`src/rtl/rx_req_counter.sv`:
```
module rx_req_counter #(
  parameter int CNT_W = 16
) (
  input  logic             clk,
  input  logic             rst_n,
  input  logic             req_wr,
  input  logic [CNT_W-1:0] req_cnt,
  output logic             shift_en,
  input  logic             bit_stb,
  input  logic             bit_din,
  output logic             word_valid,
  input  logic             word_ready,
  output logic [31:0]      word_data,
  output logic [CNT_W-1:0] remaining,
  output logic [2:0]       byte_valid,
  output logic             rx_done
);

  localparam logic [CNT_W-1:0] CNT_MAX = '1;

  logic [CNT_W-1:0] rem_q;
  logic [2:0]       bit_q;
  logic [6:0]       bsh_q;
  logic [1:0]       nb_q;
  logic [23:0]      acc_q;
  logic             wv_q;
  logic [31:0]      word_q;
  logic [2:0]       wnb_q;
  logic [2:0]       bv_q;
  logic             done_q;

  logic             take_bit, byte_end, req_go, push, close_word;
  logic [31:0]      packed_w;
  logic [CNT_W:0]   rem_sum;
  logic [CNT_W-1:0] rem_next;

  assign shift_en   = (rem_q != '0) && !wv_q;
  assign take_bit   = shift_en && bit_stb;
  assign byte_end   = take_bit && (bit_q == 3'd7);
  assign req_go     = req_wr && (req_cnt != '0);
  assign push       = wv_q && word_ready;
  assign packed_w   = {acc_q, bsh_q, bit_din};
  assign close_word = byte_end && ((nb_q == 2'd3) || ((rem_q == 1) && !req_go));

  assign rem_sum  = {1'b0, rem_q - {{(CNT_W-1){1'b0}}, byte_end}}
                  + {1'b0, (req_go ? req_cnt : '0)};
  assign rem_next = rem_sum[CNT_W] ? CNT_MAX : rem_sum[CNT_W-1:0];

  always_ff @(posedge clk) begin
    if (!rst_n) begin
      rem_q  <= '0;
      bit_q  <= '0;
      bsh_q  <= '0;
      nb_q   <= '0;
      acc_q  <= '0;
      wv_q   <= 1'b0;
      word_q <= '0;
      wnb_q  <= '0;
      bv_q   <= '0;
      done_q <= 1'b0;
    end else begin
      rem_q  <= rem_next;
      done_q <= push && (rem_q == '0) && !req_go;
      if (take_bit) begin
        bit_q <= bit_q + 3'd1;
        bsh_q <= {bsh_q[5:0], bit_din};
      end
      if (byte_end) begin
        if (close_word) begin
          word_q <= packed_w;
          wv_q   <= 1'b1;
          wnb_q  <= {1'b0, nb_q} + 3'd1;
          acc_q  <= '0;
          nb_q   <= '0;
        end else begin
          acc_q <= packed_w[23:0];
          nb_q  <= nb_q + 2'd1;
        end
      end
      if (push) begin
        wv_q <= 1'b0;
        bv_q <= wnb_q;
      end
    end
  end

  assign word_valid = wv_q;
  assign word_data  = word_q;
  assign remaining  = rem_q;
  assign byte_valid = bv_q;
  assign rx_done    = done_q;

  p_stall_hold_r8: assert property (@(posedge clk) disable iff (!rst_n)
    (word_valid && !word_ready) |=> (word_valid && $stable(word_data) && !shift_en));

  p_full_word_bv_r7: assert property (@(posedge clk) disable iff (!rst_n)
    (word_valid && word_ready && remaining != '0) |=> (byte_valid == 3'd4));

  p_bv_stable_r7: assert property (@(posedge clk) disable iff (!rst_n)
    !(word_valid && word_ready) |=> $stable(byte_valid));

  p_done_idle_r9: assert property (@(posedge clk) disable iff (!rst_n)
    rx_done |-> (remaining == '0 && !word_valid && !shift_en));

  p_count_step_r5: assert property (@(posedge clk) disable iff (!rst_n)
    !req_wr |=> (remaining == $past(remaining) || remaining == $past(remaining) - 1));

  p_zero_req_r3: assert property (@(posedge clk) disable iff (!rst_n)
    (req_wr && req_cnt == '0 && remaining == '0 && !word_valid) |=> (remaining == '0 && !shift_en));

  p_partial_pad_r6: assert property (@(posedge clk) disable iff (!rst_n)
    $rose(word_valid) && remaining == '0 && word_data[31:24] != 8'h00 |-> $past(nb_q) == 2'd3);

endmodule

```
`config.mk`:
```
export PLATFORM = sky130hd
export DESIGN_NAME = rx_req_counter
export DESIGN_NICKNAME = d
export VERILOG_FILES = /design/src/rtl/rx_req_counter.sv
export SDC_FILE = /design/constraint.sdc
export NUM_CORES = 1
export LEC_CHECK = 0
export BUFFER_PORTS_ARGS = -buffer_cell sky130_fd_sc_hd__buf_2
export CORE_MARGIN = 1
export CORE_UTILIZATION = 60
export CTS_CLUSTER_SIZE = 12
export DETAILED_ROUTE_END_ITERATION = 10
export GPL_TIMING_DRIVEN = 0
export HOLD_SLACK_MARGIN = 0.02
export PLACE_DENSITY = 0.82
export SLEW_MARGIN = 25
export SYNTH_ARGS = -nofsm -noshare
export SYNTH_HDL_FRONTEND = slang
export SYNTH_SLANG_ARGS = --single-unit
```
`constraint.sdc`:
```
create_clock -name clk -period 11.55 [get_ports clk]
set_input_delay 2.31 -clock clk [delete_from_list [all_inputs] [get_ports clk]]
set_output_delay 2.31 -clock clk [all_outputs]
set_load 0.02 [all_outputs]
```
==> impl_metrics.env <==
export IMPL_globalRouteOverflowTotal=0
export IMPL_track_usage_pct=30.5
export IMPL_crit_path_start_kind="primary input"
export IMPL_cts_buffer_depth=2
export IMPL_clock_power_share_pct=29.5
export IMPL_syn_num_nets=548
export IMPL_placedInstanceArea_um2=4910
export IMPL_synth_cell_types=50
export IMPL_pwr_share_seq_pct=47.4
export IMPL_diodes=0
export IMPL_worstPathArrival_ns=6.01
export IMPL_crit_required_ns=11.86
export IMPL_fin_crit_sh_pct=49.3
export IMPL_areaGrowthSynthToFinish_pct=15.6
export IMPL_clk_pin_slew_ns=0.10
export IMPL_grt_max_degree=17
export IMPL_hold_path_class="flip-flop to flip-flop"
export IMPL_gp_congestion=0.919
export IMPL_netlist_area_um2=4420
export IMPL_path_class="primary input to flip-flop"
export IMPL_wl_per_cell_um=16.4
export IMPL_wirelength_um=11300
export IMPL_cts_tree="yes"
export IMPL_yosysSeqAreaShare_pct=41.7
export IMPL_post_cts_buffers=0
export IMPL_end_kind="flip-flop"
export IMPL_max_cap_violations=0
export IMPL_avgSynthCellArea_um2=8.76
export IMPL_rsz0062_at_grt="false"
export IMPL_first_pass_iters=5
export IMPL_dieArea_um2=7710
export IMPL_vdd_drop_max_mv=0.122
export IMPL_synth_area_leader_cell="dfxtp_1"
export IMPL_chipWidth_um=87.8
export IMPL_cts_hold_buf=0
export IMPL_cts_made_buffers=9
export IMPL_numPortBuffers=74
export IMPL_switching_share_pct=32.5
export IMPL_clock_latency_ns=0.37
export IMPL_drtIter0Drc=302
export IMPL_drv_slew=0
export IMPL_nFillCells=563
export IMPL_power_internal_mw=0.502
export IMPL_io_pins=76
export IMPL_yosysWarnings=0
export IMPL_core_area_um2=6940
export IMPL_dp_cells=674
export IMPL_status="completed"
export IMPL_pwr_share_comb_pct=23.1
export IMPL_grt_pass1_vias=3733
export IMPL_initial_core_util_pct=63.6
export IMPL_min_period_ns=5.70
export IMPL_hold_ws_ns=0.459
export IMPL_path_max_fanout=10
export IMPL_timing_fmax_mhz=175
export IMPL_synth_cells=504
export IMPL_clock_sinks=92
export IMPL_fin_ws_ns=5.85
export IMPL_nets=633
export IMPL_fin_cells=689
export IMPL_final_util_pct=73.5
export IMPL_postCtsResizedCells=0
export IMPL_postSynth_asyncResetShare_pct=0
export IMPL_synth_top_area_share_pct=41.7
export IMPL_vias=4037
export IMPL_fin_setup_tns_ns=0
export IMPL_layout_commonest_cell="dfxtp_1"
export IMPL_synth_area_leaders="dfxtp_1 (42%), ha_1 (5.9%), nand2_1 (4.8%)"
export IMPL_worst_slew_pin_slew_ns=0.599
export IMPL_finalClockSkew_ns=0.0130
export IMPL_cellPowerDensity_nw_per_um2=146
export IMPL_synth_edf_count=0
export IMPL_fp_row_count=30
export IMPL_relSlewSlack_pct=60.1
export IMPL_antenna_left=0
export IMPL_finalHoldViolCount=0
export IMPL_htree_levels=3
export IMPL_final_cell_mix="dfxtp_1 (92), buf_2 (78), nand2_1 (57)"
export IMPL_setup_violations=0
export IMPL_root_buffer="clkbuf_8"
export IMPL_power_mw=0.745
export IMPL_die_y_um=87.8
export IMPL_routed_via_density=5.86
export IMPL_drc=0
export IMPL_p_leak_nw=2.20
export IMPL_switching_power_mw=0.242
export IMPL_pre_cts_ws_ns=5.56
export IMPL_place_hpwl_um=8360
export IMPL_drive_above_1_share_pct=19.6
export IMPL_antenna_found_initial=0
export IMPL_grt_first_pass_wirelength_um=18000
export IMPL_synth_ff_type="dfxtp_1"
export IMPL_synth_seq_cells=92
export IMPL_design_area_um2=5100
## flip-flops by register name, indices dropped and copies added, names as in the netlist
signal and flops:
wnb_q 3, bsh_q 7, remaining 16, nb_q 2, word_data 32, acc_q 24, word_valid 1, rx_done 1
byte_valid 3, bit_q 3
## critical path: stages
cell and delay [ns]:
buf_2 0.11, nand2_1 0.10, a211o_2 0.36, buf_6 0.15
buf_6 0.14, inv_1 0.06, ha_1 0.20, ha_1 0.25
nand2_1 0.12, nor3_1 0.20, xor2_1 0.10, ha_1 0.39
nand2_1 0.07, o21ai_0 0.24, nand3_1 0.18, o31ai_1 0.40
and2_1 0.25, buf_4 0.21, o21a_1 0.15
## layer usage
| layer | part of all wire (%) | track usage (%) |
|---|---|---|
| met5 | 0 | 0 |
| met4 | 1.0 | 9.09 |
| met3 | 6.9 | 6.03 |
| met2 | 48 | 50.2 |
| met1 | 44 | 40.6 |
## layout make-up
| type | instances | area, um^2 | area share, % |
|---|---|---|---|
| Multi-Input combinational cell | 371 | 2340 | 45.9 |
| Sequential cell | 92 | 1840 | 36.1 |
| Timing Repair Buffer | 74 | 370 | 7.26 |
| Buffer | 30 | 191 | 3.75 |
| Clock buffer | 9 | 124 | 2.43 |
| Tap cell | 96 | 120 | 2.35 |
| Clock inverter | 6 | 72.6 | 1.42 |
| Inverter | 11 | 41.3 | 0.809 |
## synthesized netlist by cell type, types with 4 or more instances
cell type	instances
a21oi_1	16
a22oi_1	25
and2_1	17
buf_2	4
buf_6	8
clkbuf_1	13
dfxtp_1	92
ha_1	21
inv_1	10
mux2i_1	10
nand2_1	57
nand3_1	42
nor2_1	48
nor4_1	9
o211ai_1	4
o21a_1	15
o21ai_0	38
xnor2_1	11
xor2_1	13
## power groups by stage
stage	clock (mW)	sequential (mW)	combinational, mW
after CTS	0.219	0.352	0.171
final	0.220	0.353	0.172
after detailed placement	0	0.360	0.168
after global placement	0	0.359	0.163
after global routing	0.234	0.354	0.188
after floorplan	0	0.372	0.110
## worst paths after layout
| kind | start | end | slack (ns) | cells after the start |
|---|---|---|---|---|
| max reg2reg | remaining[11] | remaining[0] | 7.01 | 19 |
| max | bit_stb | remaining[0] | 5.85 | 19 |
| min | word_data[28] | word_data[28] | 0.46 | 2 |
| min reg2reg | word_data[28] | word_data[28] | 0.46 | 2 |
## logic make-up after synthesis
group | Yosys count | synth area share (%)
AND/OR/NAND/NOR | 191 | 20.7
AO/OA/AOI/OAI | 124 | 19.0
flip-flops | 92 | 41.7
buffers and inverters | 41 | 5.27
XOR/XNOR | 24 | 4.76
adder cells (fa/ha/maj) | 22 | 6.40
multiplexers | 10 | 2.27
No activity file was read; power rests on OpenSTA's default activity.
